$ cat src/rtl/pss_pkg.sv
package pss_pkg;
  typedef enum logic [1:0] {
    ST_IDLE  = 2'd0,
    ST_ISSUE = 2'd1,
    ST_WAIT  = 2'd2,
    ST_GAP   = 2'd3
  } pss_state_e;
endpackage

$ cat src/rtl/pss_offset.sv
// Running phase offset and window check of a prospective request.
module pss_offset #(
  parameter int STEP_W = 10,
  parameter int OFS_W  = 10
) (
  input  logic              clk,
  input  logic              rst_n,
  input  logic              step_apply,
  input  logic              step_up,
  input  logic [STEP_W-1:0] req_steps,
  input  logic [OFS_W-2:0]  limit,
  output logic [OFS_W-1:0]  offset,
  output logic              range_ok
);
  localparam int SUM_W = ((STEP_W > OFS_W) ? STEP_W : OFS_W) + 2;

  logic [OFS_W-1:0] ofs_q, ofs_d;
  logic signed [SUM_W-1:0] ofs_x, stp_x, target, lim_pos, lim_neg;

  always_comb begin
    ofs_x   = $signed({{(SUM_W-OFS_W){ofs_q[OFS_W-1]}}, ofs_q});
    stp_x   = $signed({{(SUM_W-STEP_W){req_steps[STEP_W-1]}}, req_steps});
    target  = ofs_x + stp_x;
    lim_pos = $signed({{(SUM_W-OFS_W+1){1'b0}}, limit});
    lim_neg = -lim_pos;
    range_ok = (target <= lim_pos) && (target >= lim_neg);
  end

  always_comb begin
    ofs_d = step_up ? (ofs_q + OFS_W'(1)) : (ofs_q - OFS_W'(1));
  end

  always_ff @(posedge clk or negedge rst_n) begin
    if (!rst_n) begin
      ofs_q <= '0;
    end else if (step_apply) begin
      ofs_q <= ofs_d;
    end
  end

  assign offset = ofs_q;

  AST_OFS_UNIT_STEP: assert property (@(posedge clk) disable iff (!rst_n)
    (ofs_q != $past(ofs_q)) |-> (((ofs_q - $past(ofs_q)) == OFS_W'(1)) || (($past(ofs_q) - ofs_q) == OFS_W'(1))));
  AST_OFS_HOLD: assert property (@(posedge clk) disable iff (!rst_n)
    !step_apply |=> $stable(ofs_q));
endmodule

$ cat src/rtl/pss_watchdog.sv
// Counts cycles spent waiting for a completion pulse.
module pss_watchdog #(
  parameter int TIMEOUT_CYC = 4096
) (
  input  logic clk,
  input  logic rst_n,
  input  logic wd_clear,
  input  logic wd_run,
  output logic wd_expired
);
  localparam int CNT_W = (TIMEOUT_CYC > 2) ? $clog2(TIMEOUT_CYC) : 1;
  localparam logic [CNT_W-1:0] LAST = CNT_W'(TIMEOUT_CYC - 1);

  logic [CNT_W-1:0] cnt_q, cnt_d;
  logic             cnt_en;

  always_comb begin
    cnt_en = wd_clear || (wd_run && (cnt_q != LAST));
    cnt_d  = wd_clear ? '0 : (cnt_q + CNT_W'(1));
  end

  always_ff @(posedge clk or negedge rst_n) begin
    if (!rst_n) begin
      cnt_q <= '0;
    end else if (cnt_en) begin
      cnt_q <= cnt_d;
    end
  end

  assign wd_expired = wd_run && (cnt_q == LAST);

  AST_WD_BOUND: assert property (@(posedge clk) disable iff (!rst_n)
    cnt_q <= LAST);
  AST_WD_RESTART: assert property (@(posedge clk) disable iff (!rst_n)
    wd_clear |=> (cnt_q == '0));
endmodule

$ cat src/rtl/pss_ctrl.sv
// Step sequencer: accepts requests, strobes one step at a time, waits for completion.
module pss_ctrl
  import pss_pkg::*;
#(
  parameter int STEP_W = 10
) (
  input  logic              clk,
  input  logic              rst_n,
  input  logic              req_valid,
  input  logic [STEP_W-1:0] req_steps,
  input  logic              range_ok,
  input  logic              ps_done,
  input  logic              wd_expired,
  output logic              wd_clear,
  output logic              wd_run,
  output logic              step_apply,
  output logic              step_up,
  output logic              ps_en,
  output logic              ps_incdec,
  output logic              busy,
  output logic              req_ready,
  output logic              done,
  output logic              err_range,
  output logic              err_timeout
);
  pss_state_e        state_q, state_d;
  logic [STEP_W-1:0] rem_q, rem_d, mag;
  logic              dir_q, dir_d;
  logic              done_q, done_d, erng_q, erng_d, etmo_q, etmo_d;
  logic              accept;

  always_comb begin
    accept = req_valid && (state_q == ST_IDLE);
    mag    = req_steps[STEP_W-1] ? (~req_steps + STEP_W'(1)) : req_steps;
  end

  always_comb begin
    state_d    = state_q;
    rem_d      = rem_q;
    dir_d      = dir_q;
    done_d     = 1'b0;
    erng_d     = 1'b0;
    etmo_d     = 1'b0;
    step_apply = 1'b0;
    wd_clear   = 1'b0;
    wd_run     = 1'b0;
    unique case (state_q)
      ST_IDLE: begin
        if (accept) begin
          if (!range_ok) begin
            erng_d = 1'b1;
          end else if (mag == '0) begin
            done_d = 1'b1;
          end else begin
            state_d = ST_ISSUE;
            rem_d   = mag;
            dir_d   = ~req_steps[STEP_W-1];
          end
        end
      end
      ST_ISSUE: begin
        wd_clear = 1'b1;
        state_d  = ST_WAIT;
      end
      ST_WAIT: begin
        wd_run = 1'b1;
        if (ps_done) begin
          step_apply = 1'b1;
          rem_d      = rem_q - STEP_W'(1);
          state_d    = ST_GAP;
        end else if (wd_expired) begin
          etmo_d  = 1'b1;
          rem_d   = '0;
          state_d = ST_IDLE;
        end
      end
      ST_GAP: begin
        if (rem_q == '0) begin
          state_d = ST_IDLE;
          done_d  = 1'b1;
        end else begin
          state_d = ST_ISSUE;
        end
      end
      default: state_d = ST_IDLE;
    endcase
  end

  always_ff @(posedge clk or negedge rst_n) begin
    if (!rst_n) begin
      state_q <= ST_IDLE;
      rem_q   <= '0;
      dir_q   <= 1'b0;
      done_q  <= 1'b0;
      erng_q  <= 1'b0;
      etmo_q  <= 1'b0;
    end else begin
      state_q <= state_d;
      rem_q   <= rem_d;
      dir_q   <= dir_d;
      done_q  <= done_d;
      erng_q  <= erng_d;
      etmo_q  <= etmo_d;
    end
  end

  assign step_up     = dir_q;
  assign ps_en       = (state_q == ST_ISSUE);
  assign ps_incdec   = dir_q;
  assign busy        = (state_q != ST_IDLE);
  assign req_ready   = (state_q == ST_IDLE);
  assign done        = done_q;
  assign err_range   = erng_q;
  assign err_timeout = etmo_q;

  AST_EN_SINGLE: assert property (@(posedge clk) disable iff (!rst_n)
    ps_en |=> !ps_en);
  AST_REJECT_QUIET: assert property (@(posedge clk) disable iff (!rst_n)
    (accept && !range_ok) |=> (!ps_en && !busy && err_range));
  AST_DONE_IDLE: assert property (@(posedge clk) disable iff (!rst_n)
    done |-> (!ps_en && req_ready));
  AST_TIMEOUT_IDLE: assert property (@(posedge clk) disable iff (!rst_n)
    err_timeout |-> (req_ready && (rem_q == '0)));
  AST_PENDING_BUSY: assert property (@(posedge clk) disable iff (!rst_n)
    (rem_q != '0) |-> busy);
  AST_ERR_EXCL: assert property (@(posedge clk) disable iff (!rst_n)
    $countones({done, err_range, err_timeout}) <= 1);
endmodule

$ cat src/rtl/phase_step_seq.sv
module phase_step_seq #(
  parameter int STEP_W      = 10,
  parameter int OFS_W       = 10,
  parameter int TIMEOUT_CYC = 4096
) (
  input  logic                     clk,
  input  logic                     rst_n,
  input  logic                     req_valid,
  input  logic signed [STEP_W-1:0] req_steps,
  output logic                     req_ready,
  input  logic [OFS_W-2:0]         limit,
  output logic                     busy,
  output logic signed [OFS_W-1:0]  offset,
  output logic                     done,
  output logic                     err_range,
  output logic                     err_timeout,
  output logic                     ps_en,
  output logic                     ps_incdec,
  input  logic                     ps_done
);
  logic             range_ok, step_apply, step_up;
  logic             wd_clear, wd_run, wd_expired;
  logic [OFS_W-1:0] ofs_raw;

  pss_ctrl #(.STEP_W(STEP_W)) u_ctrl (
    .clk(clk), .rst_n(rst_n),
    .req_valid(req_valid), .req_steps(req_steps),
    .range_ok(range_ok), .ps_done(ps_done), .wd_expired(wd_expired),
    .wd_clear(wd_clear), .wd_run(wd_run),
    .step_apply(step_apply), .step_up(step_up),
    .ps_en(ps_en), .ps_incdec(ps_incdec),
    .busy(busy), .req_ready(req_ready),
    .done(done), .err_range(err_range), .err_timeout(err_timeout)
  );

  pss_offset #(.STEP_W(STEP_W), .OFS_W(OFS_W)) u_offset (
    .clk(clk), .rst_n(rst_n),
    .step_apply(step_apply), .step_up(step_up),
    .req_steps(req_steps), .limit(limit),
    .offset(ofs_raw), .range_ok(range_ok)
  );

  pss_watchdog #(.TIMEOUT_CYC(TIMEOUT_CYC)) u_wd (
    .clk(clk), .rst_n(rst_n),
    .wd_clear(wd_clear), .wd_run(wd_run), .wd_expired(wd_expired)
  );

  assign offset = ofs_raw;
endmodule

$ cat config.mk
export PLATFORM = sky130hd
export DESIGN_NAME = phase_step_seq
export DESIGN_NICKNAME = d
export VERILOG_FILES = /design/src/rtl/pss_pkg.sv /design/src/rtl/pss_offset.sv /design/src/rtl/pss_watchdog.sv /design/src/rtl/pss_ctrl.sv /design/src/rtl/phase_step_seq.sv
export SDC_FILE = /design/constraint.sdc
export NUM_CORES = 1
export LEC_CHECK = 0
export BUFFER_PORTS_ARGS = -buffer_cell sky130_fd_sc_hd__buf_4
export CAP_MARGIN = 20
export CORE_ASPECT_RATIO = 2
export CORE_UTILIZATION = 50
export CTS_CLUSTER_DIAMETER = 80
export DETAILED_ROUTE_END_ITERATION = 8
export GPL_TIMING_DRIVEN = 0
export PLACE_DENSITY_LB_ADDON = 0.12
export SLEW_MARGIN = 20
export SYNTH_ARGS = -nofsm -noshare
export SYNTH_HDL_FRONTEND = slang
export SYNTH_SLANG_ARGS = --single-unit
$ cat constraint.sdc
create_clock -name clk -period 3.3 [get_ports clk]
set_input_delay 0.165 -clock clk [delete_from_list [all_inputs] [get_ports clk]]
set_output_delay 0.165 -clock clk [all_outputs]
set_load 0.005 [all_outputs]
==> summary.md, run 1 <==
## Run status
- complete, but fails checks — result of the run
- negative setup slack — violations in the final reports

## Synthesis
- 427 — Syn Inst Count
- 1.00 — Post-synth ARST share
- 45 x ha_1, 38 x dfrtp_1, 36 x nor2_1 — top cells by instance count after synthesis
- 497 — total nets after synthesis
- 38 — flip-flop and latch count after synthesis
- 0 — number of warning messages in the yosys log
- 0 — EDFF count, synth
- dfrtp_1 26%, ha_1 15%, xnor2_1 5.8%, o21ai_0 4.4%, xor2_1 3.8% — top area cells in the synthesized netlist
- ha_1 — most frequent cell after synthesis
- 3650 um2 — post-synth design cell area
- 8.55 um2 — Avg Synthesized Cell Area
- 0.260 — sequential area share after synthesis
- dfrtp_1 — Most used DFF post-synth
- 66 — Cell variety after synth
- dfrtp_1 — most area-hungry cell type in the Yosys netlist
- 0.260 — area fraction of the dominant cell type after synthesis

## Global route
- 0.280 — global-route usage over all layers
- 39 — maximum number of pins on one net before global-route repair
- 0 — number of antenna violations at the first check in global routing
- 16,500 um — wire length of the first global-routing pass
- 3,534 — via count of the first global-routing pass
- 0 — overflow left after global routing

## CTS
- 5 — number of buffers added by the clock tree synthesis step
- 0.06 ns — Clock transition at path regs
- done — clock tree from TritonCTS
- clkbuf_16 — cell at the root of the clock tree
- 38 — TritonCTS sink count
- 2 — H-tree Lvls
- 0.28 ns — latest clock arrival within the worst-skew pair
- 2 — worst-case clock buffer depth

## Critical path
- 19 — Reg2Reg Depth
- 4.11 ns — critical path data arrival time
- ha_4, inv_2, fa_2, inv_2, a21o_1, a211o_1, nor2_2, o21bai_1, a21oi_1, xnor2_1, ha_1, nand4_1, nor3_2, a211oi_2, a31oi_1, o221a_2, o211ai_4, a21oi_4, mux2_4 — cells along the critical path
- compound AO/OA/AOI/OAI gates — Largest delay share family, worst path
- flip-flop — CP startpoint kind
- 0.43 ns — longest individual stage delay on the worst path
- inv_2 — Critical Path Most Common Cell
- 3.47 ns — Worst EP required
- dfrtp_2 — cell at the slowest stage of the critical path
- 6 — critical-path maximum fanout
- flip-flop — kind of capture point of the worst setup path
- u_offset.offset[0] — startpoint of the most critical register-to-register path
- -0.64 ns — FF-to-FF setup slack
- u_ctrl.rem_q[0] — Reg2Reg Capture Point
- reg -> reg — WS Path Type
- 2 — combined buffer and inverter count along the critical path

## STA
- 1.19 — period utilisation layout
- 15 — final setup violation count
- 0 — total count of hold-check failures in the final report
- 0.586 — Rel. slew slack
- true — setup repair after global routing missed its margin
- 0.605 ns — worst slew pin tran
- 254 MHz — f_max
- 0.00190 ns — Clock Skew
- 0 — Final Slew Violations
- 3.94 ns — shortest period the worst path allows
- -0.637 ns — final worst setup slack

## Power
- 970 nW/um2 — power density of the placed cells
- 2.08 nW — leakage component of the power
- 0.673 — part of the total power dissipated in combinational logic
- 0.00196 W — power dissipated by switching net loads
- 0.000667 V — largest vdd supply drop
- 0.147 — clock network power share
- 0.444 — switching share of power
- 0.00440 W — power consumption
- 0.180 — sequential share of power
- 0.00245 W — cell internal pwr

## Final layout
- 562 — final net count
- 0 — count of inserted antenna diode cells
- 583 — count of placed standard cells in the final layout, fillers left out
- 639 — fill count
- 953 um2 — sequential cell area in the final layout
- 24.3% — layout overhead on the synthesized area
- 0.209 — share of layout cells above drive strength 1
- 4540 um2 — cell area after layout
- 2660 um2 — Multi-input gate area

## Placed design
- 39 — Port Buffers
- 4080 um2 — area of placed instances
- 556 — total instance count after detailed placement
- 7830 um — half-perimeter wire length after detailed placement
- -0.828 ns — pre-CTS setup slack
- 0.897 — routability cong.

## Route
- met4 — Highest Signal Layer
- 121 — first-iteration detailed-routing DRC count
- 5980 um — detailed route wirelength on metal2
- 3480 um — met1 wire length
- 5 — first drt pass iteration count
- 0 — residual antenna-violating net count after detailed routing
- 3,494 — via total after detailed routing
- 10,200 um — routed wire length
- 0 — DRC
- 235 um — total length of routed met3 wires
- 5.99 — post-detailed-route via-to-cell ratio
- 17.6 um — detailed-route wire length per cell

## Floorplan
- 40 — top-level I/O count
- 123 um — DIE HEIGHT
- 62.4 um — Chip Width
- 0.522 — Starting Density
- 43 — floorplan row count
- 6990 um2 — placeable core region
- 7670 um2 — Die Footprint

## Min path
- 2 — Min-Delay Path Depth
- ps_done — startpoint of the most critical hold path
- u_ctrl.err_timeout — hold endpoint
- in -> reg — worst hold path type

## Flow run
- 0 — Max-cap violations

==> metrics by stage <==
step                      hold WS, ns  setup TNS, ns   util
after CTS                      0.0521          -7.77  0.638
final                          0.0572          -8.34  0.649
after global placement          0.162          -8.24  0.583
after global routing           0.0595         -11.77  0.649
after floorplan                -0.131          -1.47      -
after detailed placement        0.172          -9.56  0.583
==> sequential cells by signal (all words and copies together), names as in the netlist <==
register / cells
u_offset.offset: 10
u_ctrl.state_q: 2
u_wd.cnt_q: 12
u_ctrl.rem_q: 10
u_ctrl.err_timeout: 1
u_ctrl.done: 1
u_ctrl.ps_incdec: 1
u_ctrl.err_range: 1
==> worst register-to-register path, stage by stage (launching register included) <==
cell and delay [ns]:
dfrtp_2 0.43, ha_4 0.17, inv_2 0.04, fa_2 0.19, inv_2 0.03, a21o_1 0.17
a211o_1 0.29, nor2_2 0.12, o21bai_1 0.08, a21oi_1 0.18, xnor2_1 0.13, ha_1 0.32
nand4_1 0.18, nor3_2 0.24, a211oi_2 0.11, a31oi_1 0.17, o221a_2 0.27, o211ai_4 0.14
a21oi_4 0.23, mux2_4 0.32
==> layout make-up <==
cell class	count	area share
plain buffers	11	0.0108
clock buffers	6	0.0306
clock inverters	2	0.0132
inverters	33	0.0273
multi-input cells	345	0.586
flip-flops and latches	38	0.210
well taps	90	0.0248
repair buffers	58	0.0973
==> cells by family after synthesis <==
family                   count (synthesis)  synth area share
AND/OR/NAND/NOR                        138             0.195
AO/OA/AOI/OAI                          116             0.222
adder cells (fa/ha/maj)                 47             0.165
buffers and inverters                   44            0.0473
XOR/XNOR                                40            0.0959
flip-flops                              38             0.260
multiplexers                             4            0.0137
==> power by group through the flow <==
stage / combinational [W] / sequential [W] / clock (W)
after floorplan: 0.00183 / 0.000752 / 0
final: 0.00296 / 0.000792 / 0.000649
after global routing: 0.00327 / 0.000810 / 0.000674
after global placement: 0.00243 / 0.000793 / 0
after CTS: 0.00279 / 0.000793 / 0.000654
after detailed placement: 0.00250 / 0.000798 / 0
==> worst max path at each step <==
stage	startpoint	cells past startpoint	slack, ns	to
6_report	u_offset.offset[0]	19	-0.64	u_ctrl.rem_q[0]
5_1_grt	u_offset.offset[0]	19	-0.86	u_ctrl.rem_q[0]
4_1_cts	u_offset.offset[0]	19	-0.61	u_ctrl.rem_q[6]
3_5_place_dp	u_offset.offset[0]	18	-0.83	u_ctrl.rem_q[0]
3_3_place_gp	u_offset.offset[1]	17	-0.76	u_ctrl.rem_q[0]
2_1_floorplan	u_offset.offset[0]	19	-0.25	u_ctrl.rem_q[0]
==> timing repair <==
action / CTS / global route
setup endpoints to repair: 15 / 15
hold buffers: 1 / 0
pin swaps: 12 / 10
cloned: 0 / 0
resized for setup: 17 / 9
hold endpoints to repair: 38 / 0
buffers inserted: 12 / 6
==> routing by layer <==
layer	track usage	up-vias
li1	-	1687
met1	0.244	1688
met2	0.575	86
met3	0.0279	33
met4	0.192	0
met5	0	-
==> placed cells by master, fill, tap and decap left out, types with 5 or more instances in the layout <==
| cell | Yosys | routed |
|---|---|---|
| nor2b_1 | 6 | 6 |
| o21ai_0 | 32 | 28 |
| o211ai_1 | 5 | 5 |
| xnor2_1 | 24 | 24 |
| nand4_1 | 7 | 7 |
| nand2_1 | 29 | 29 |
| inv_1 | 33 | 31 |
| a21oi_1 | 18 | 16 |
| clkbuf_1 | 9 | 9 |
| nor2_1 | 36 | 35 |
| clkbuf_16 | 0 | 5 |
| o21bai_1 | 5 | 5 |
| and3_1 | 7 | 7 |
| ha_1 | 45 | 41 |
| a21o_1 | 6 | 6 |
| xor2_1 | 16 | 16 |
| buf_4 | 0 | 56 |
| dfrtp_1 | 38 | 36 |
| nor3b_1 | 5 | 5 |
| nor3_1 | 10 | 9 |
| nand3_1 | 14 | 14 |
No activity file was read; power rests on OpenSTA's default activity.
==> inputs of run 2 (changes only) <==
Settings changed: CORE_UTILIZATION 50 to 45, PLACE_DENSITY set to 0.66, PLACE_DENSITY_LB_ADDON 0.12 to unset, REMOVE_ABC_BUFFERS set to 1.
==> summary.md, run 2 (synthesis gave the netlist of run 1 again) <==
## Run status
- complete, but fails checks — result of the run
- negative setup slack — violations in the final reports

## Final layout
- u_wd.cnt_q — largest register by flop count
- buf_4 — commonest non-fill, non-tap cell in the layout
- 727 — fill count, +14%
- 953 um2 — sequential cell area in the final layout, unchanged
- 0.205 — share of layout cells above drive strength 1, -0.00390
- 20.7% — layout overhead on the synthesized area
- 2630 um2 — Multi-input gate area, -1.3%
- 547 — final net count, -2.7%
- 51 x buf_4, 43 x ha_1, 36 x dfrtp_1 — most used cells in the layout excluding fill and tap cells
- 12 — number of flip-flops under the largest register name, unchanged
- 574 — count of placed standard cells in the final layout, fillers left out, -1.5%
- 0 — count of inserted antenna diode cells, unchanged

## Route
- 5.93 — post-detailed-route via-to-cell ratio, -1.0%
- 4 — first drt pass iteration count, -1
- 16.7 um — detailed-route wire length per cell, -4.9%
- 193 — first-iteration detailed-routing DRC count, +60%
- 0 — residual antenna-violating net count after detailed routing, unchanged
- 9590 um — routed wire length, -6.4%
- 0 — DRC, unchanged
- 3,405 — via total after detailed routing, -2.5%

## STA
- 15 — final setup violation count, unchanged
- -7.34 ns — Setup TNS, +0.994 ns
- 0.803 ns — worst slew pin tran, +0.198 ns
- 3.91 ns — shortest period the worst path allows, -0.0281 ns
- 0 — Final Slew Violations, unchanged
- true — setup repair after global routing missed its margin
- 0 — total count of hold-check failures in the final report, unchanged
- -0.609 ns — final worst setup slack, +0.0281 ns
- 1.18 — period utilisation layout, -0.00852
- 256 MHz — f_max, +0.72%
- 0.463 — Rel. slew slack, -0.123
- 0.00357 ns — Clock Skew, +0.00167 ns

## Global route
- 0.0255 — global-route met3 utilization, -0.00235
- 0.237 — global-route usage over all layers, -0.0430
- 0.450 — met2 layer usage reported by global route, -0.125
- 0 — number of antenna violations at the first check in global routing, unchanged
- 39 — maximum number of pins on one net before global-route repair, unchanged
- 0.232 — met1 routing resource usage after global routing, -0.0124
- 15,400 um — wire length of the first global-routing pass, -6.6%
- 0 — overflow left after global routing, unchanged
- met2 — busiest layer in global routing
- 3,429 — via count of the first global-routing pass, -3.0%

## CTS
- 38 — TritonCTS sink count, unchanged
- 5 — number of buffers added by the clock tree synthesis step, unchanged
- 0.06 ns — Clock transition at path regs, about the same
- 2 — worst-case clock buffer depth, unchanged
- clkbuf_16 — cell at the root of the clock tree
- 0.29 ns — latest clock arrival within the worst-skew pair, about the same
- 2 — H-tree Lvls, unchanged
- done — clock tree from TritonCTS

## Power
- 0.00224 W — cell internal pwr, -8.5%
- 0.00414 W — power consumption, -6.1%
- 938 nW/um2 — power density of the placed cells, -3.3%
- 0.195 — sequential share of power, +0.015
- 2.02 nW — leakage component of the power, -3.0%
- 0.136 — clock network power share, -0.011
- 0.000395 V — largest vdd supply drop, -41%
- 0.669 — part of the total power dissipated in combinational logic, -0.004
- 0.459 — switching share of power, +0.0143
- 0.00190 W — power dissipated by switching net loads, -3.0%

## Floorplan
- 0.463 — Starting Density, -0.0590
- 65.7 um — Chip Width, +5.2%
- 46 — floorplan row count, +7.0%
- 129 um — DIE HEIGHT, +5.3%
- 7890 um2 — placeable core region, +13%
- 8500 um2 — Die Footprint, +11%
- 40 — top-level I/O count, unchanged

## Placed design
- 0.848 — routability cong., -5.4%
- 7340 um — half-perimeter wire length after detailed placement, -6.2%
- -0.897 ns — pre-CTS setup slack, -0.0685 ns
- 551 — total instance count after detailed placement, -0.90%
- 39 — Port Buffers, unchanged

## Critical path
- 3.47 ns — Worst EP required, about the same
- 4.08 ns — critical path data arrival time, -0.03 ns
- flip-flop — CP startpoint kind
- 6 — critical-path maximum fanout, unchanged
- -0.61 ns — FF-to-FF setup slack, +0.03 ns
- reg -> reg — WS Path Type
- flip-flop — kind of capture point of the worst setup path

## Flow run
- 0 — Max-cap violations, unchanged

## Min path
- in -> reg — worst hold path type

-- run 2: per-layer routing --
layer	share of wire	up-vias
met4	0.053	0
met5	0	-
met3	0.027	33
li1	-	1656
met2	0.56	90
met1	0.36	1626
-- run 2: final cells by class --
cell class / instances / share of cell area
sequential: 38 / 0.216
clock inverter: 3 / 0.0102
inverter: 33 / 0.0281
multi-input combinational: 345 / 0.596
timing repair buffer: 54 / 0.0942
tap: 96 / 0.0272
clock buffer: 5 / 0.0284
-- run 2: power groups by stage --
stage	Sequential, W	Clock [W]	Combinational, W
5_1_grt	0.000829	0.000586	0.00307
2_1_floorplan	0.000748	0	0.00180
3_5_place_dp	0.000808	0	0.00244
3_3_place_gp	0.000804	0	0.00238
4_1_cts	0.000798	0.000561	0.00267
6_report	0.000808	0.000561	0.00277
-- run 2: what timing repair did --
item / in CTS / in global routing
endpoints found under the hold margin: 38 / 0
endpoints found under the setup margin: 15 / 15
pin swaps: 16 / 18
resized for setup: 20 / 12
buffers inserted: 11 / 4
hold buffers: 1 / 0
-- run 2: path summary, 6_finish.rpt --
path                                     from  depth (start not counted)                 end
setup / recovery           u_offset.offset[0]                         18     u_ctrl.rem_q[0]
hold / removal                        ps_done                          2  u_ctrl.err_timeout
setup reg to reg           u_offset.offset[0]                         18     u_ctrl.rem_q[0]
hold reg to reg            u_offset.offset[9]                          1  u_offset.offset[9]
max in group asynchronous               rst_n                          2  u_offset.offset[1]
min in group asynchronous               rst_n                          2       u_wd.cnt_q[4]
-- run 2: worst max-delay path: stages, from the launching register on --
cell	delay, ns
dfrtp_2	0.44
ha_4	0.17
inv_2	0.04
fa_2	0.20
inv_2	0.03
a21o_1	0.17
a211o_1	0.30
nor2_2	0.13
o21bai_1	0.08
a21oi_1	0.17
xnor2_1	0.12
buf_4	0.15
ha_1	0.31
nand2_1	0.06
o32ai_1	0.37
o221a_2	0.33
o211ai_4	0.14
a21oi_4	0.25
mux2_4	0.32
-- run 2: per-stage QoR --
stage           util  area (um2)  hold WS, ns
2_1_floorplan      -        3600       -0.131
3_3_place_gp   0.509        4020        0.160
3_5_place_dp   0.509        4020        0.169
4_1_cts        0.551        4350       0.0560
5_1_grt        0.559        4410       0.0623
6_report       0.559        4410       0.0546
==> inputs of run 3 (changes only) <==
Settings changed: CORE_UTILIZATION 45 to 35, PLACE_DENSITY 0.66 to unset.
==> summary.md, run 3 (synthesis gave the netlist of run 1 again) <==
## Run status
- complete, but fails checks — result of the run
- negative setup slack — violations in the final reports

## STA
- 0.00567 ns — Clock Skew, +0.00211 ns
- -7.61 ns — Setup TNS, -0.273 ns
- 0.750 ns — worst slew pin tran, -0.0535 ns
- 1.18 — period utilisation layout, -0.00376
- true — setup repair after global routing missed its margin
- 0 — Final Slew Violations, unchanged
- 3.90 ns — shortest period the worst path allows, -0.0124 ns
- 0.499 — Rel. slew slack, +0.0358
- 257 MHz — f_max, +0.32%
- -0.597 ns — final worst setup slack, +0.0124 ns
- 15 — final setup violation count, unchanged
- 0 — total count of hold-check failures in the final report, unchanged

## Route
- 16.2 um — detailed-route wire length per cell, -3.0%
- 9970 um — routed wire length, +3.9%
- 3,343 — via total after detailed routing, -1.8%
- 159 — first-iteration detailed-routing DRC count, -18%
- 0 — DRC, unchanged
- 4 — first drt pass iteration count, unchanged
- 0 — residual antenna-violating net count after detailed routing, unchanged
- 5.44 — post-detailed-route via-to-cell ratio, -8.4%

## Global route
- 0 — number of antenna violations at the first check in global routing, unchanged
- 39 — maximum number of pins on one net before global-route repair, unchanged
- 3,458 — via count of the first global-routing pass, +0.85%
- 16,000 um — wire length of the first global-routing pass, +3.5%
- 0.193 — global-route usage over all layers, -0.0445
- 0 — overflow left after global routing, unchanged

## Power
- 2.06 nW — leakage component of the power, +1.9%
- 0.000568 V — largest vdd supply drop, +44%
- 939 nW/um2 — power density of the placed cells, +0.12%
- 0.00428 W — power consumption, +3.5%

## CTS
- clkbuf_16 — cell at the root of the clock tree
- 2 — H-tree Lvls, unchanged
- 2 — worst-case clock buffer depth, unchanged
- 38 — TritonCTS sink count, unchanged
- 0.28 ns — latest clock arrival within the worst-skew pair, about the same
- 5 — number of buffers added by the clock tree synthesis step, unchanged
- done — clock tree from TritonCTS
- 0.06 ns — Clock transition at path regs, about the same

## Critical path
- 4.06 ns — critical path data arrival time, -0.02 ns
- flip-flop — CP startpoint kind
- flip-flop — kind of capture point of the worst setup path
- reg -> reg — WS Path Type
- 3.46 ns — Worst EP required, about the same
- 5 — critical-path maximum fanout, -1

## Floorplan
- 10,900 um2 — Die Footprint, +28%
- 146 um — DIE HEIGHT, +13%
- 0.360 — Starting Density, -0.103
- 10,100 um2 — placeable core region, +29%
- 52 — floorplan row count, +13%
- 74.2 um — Chip Width, +13%
- 40 — top-level I/O count, unchanged

## Final layout
- 1,073 — fill count, +48%
- 54 x buf_4, 40 x ha_1, 36 x dfrtp_1 — most used cells in the layout excluding fill and tap cells
- 550 — final net count, +0.55%
- buf_4 — commonest non-fill, non-tap cell in the layout
- 0.227 — share of layout cells above drive strength 1, +0.0221
- 0 — count of inserted antenna diode cells, unchanged
- 0.449 — final cell utilization of the core, -0.110
- 12 — number of flip-flops under the largest register name, unchanged
- 24.8% — layout overhead on the synthesized area
- u_wd.cnt_q — largest register by flop count

## Placed design
- 7790 um — half-perimeter wire length after detailed placement, +6.1%
- 39 — Port Buffers, unchanged
- 0.826 — routability cong., -2.7%

## Min path
- in -> reg — worst hold path type

## Flow run
- 0 — Max-cap violations, unchanged

==> run 3: cell types whose count changed in the layout (fill, tap and decap cells not counted), moves of 2 or more <==
cell / change
a21oi_1: -2
a21oi_2: +2
buf_4: +3
clkinvlp_4: -2
ha_1: -3
ha_4: +2
o21ai_0: +2
==> run 3: report_power, final <==
part / switching [W] / internal, W
clock: 0.000179 / 0.000373
combinational: 0.00155 / 0.00138
sequential: 0.000189 / 0.000614
total: 0.00192 / 0.00236
==> run 3: per-stage QoR <==
step	setup WS [ns]	hold WS, ns	cells	cell area, um2
global route	-0.700	0.0820	615	4560
floorplan	-0.368	-0.131	416	3600
CTS	-0.581	0.0647	608	4370
finish	-0.597	0.0749	615	4560
global placement	-0.852	0.171	590	4070
detailed placement	-0.912	0.177	590	4070
==> run 3: what timing repair did <==
action / in CTS / in global routing
hold buffers: 1 / 0
buffers inserted: 10 / 7
pin swaps: 15 / 22
endpoints found under the hold margin: 38 / 0
endpoints found under the setup margin: 15 / 15
gates resized for setup: 19 / 22
==> run 3: cell type report <==
cell class,count,area (um2),share of cell area
repair buffers,57,438,0.0961
flip-flops and latches,38,953,0.209
clock buffers,6,139,0.0305
inverters,33,124,0.0272
multi-input cells,345,2710,0.593
well taps,135,169,0.0371
clock inverters,1,30.0,0.00659
==> run 3: per-layer routing <==
layer,part of all wire,track usage,vias up
li1,-,-,1657
met3,0.024,0.0228,19
met1,0.36,0.185,1603
met2,0.58,0.374,64
met4,0.042,0.101,0
met5,0,0,-
==> run 3: worst paths after layout <==
path | from | end | slack (ns) | depth (start not counted)
min | ps_done | u_ctrl.err_timeout | 0.07 | 2
max | u_offset.offset[0] | u_ctrl.rem_q[0] | -0.60 | 19
min reg2reg | u_offset.offset[9] | u_offset.offset[9] | 0.50 | 1
min in group asynchronous | rst_n | u_wd.cnt_q[5] | 0.40 | 2
max in group asynchronous | rst_n | u_offset.offset[1] | 2.52 | 2
max reg2reg | u_offset.offset[0] | u_ctrl.rem_q[0] | -0.60 | 19
==> run 3: worst max-delay path, cell delays in order, from the launching register on <==
cell	delay [ns]
dfrtp_2	0.43
ha_4	0.17
inv_2	0.05
fa_2	0.20
inv_2	0.03
a21o_1	0.16
a211o_1	0.29
nor2_2	0.11
o21bai_1	0.10
a21oi_2	0.20
xnor2_2	0.09
ha_1	0.34
nand4_1	0.14
nor3_2	0.22
a211oi_2	0.11
a31oi_1	0.18
o221a_2	0.26
o211ai_4	0.13
a21oi_4	0.24
mux2_4	0.32
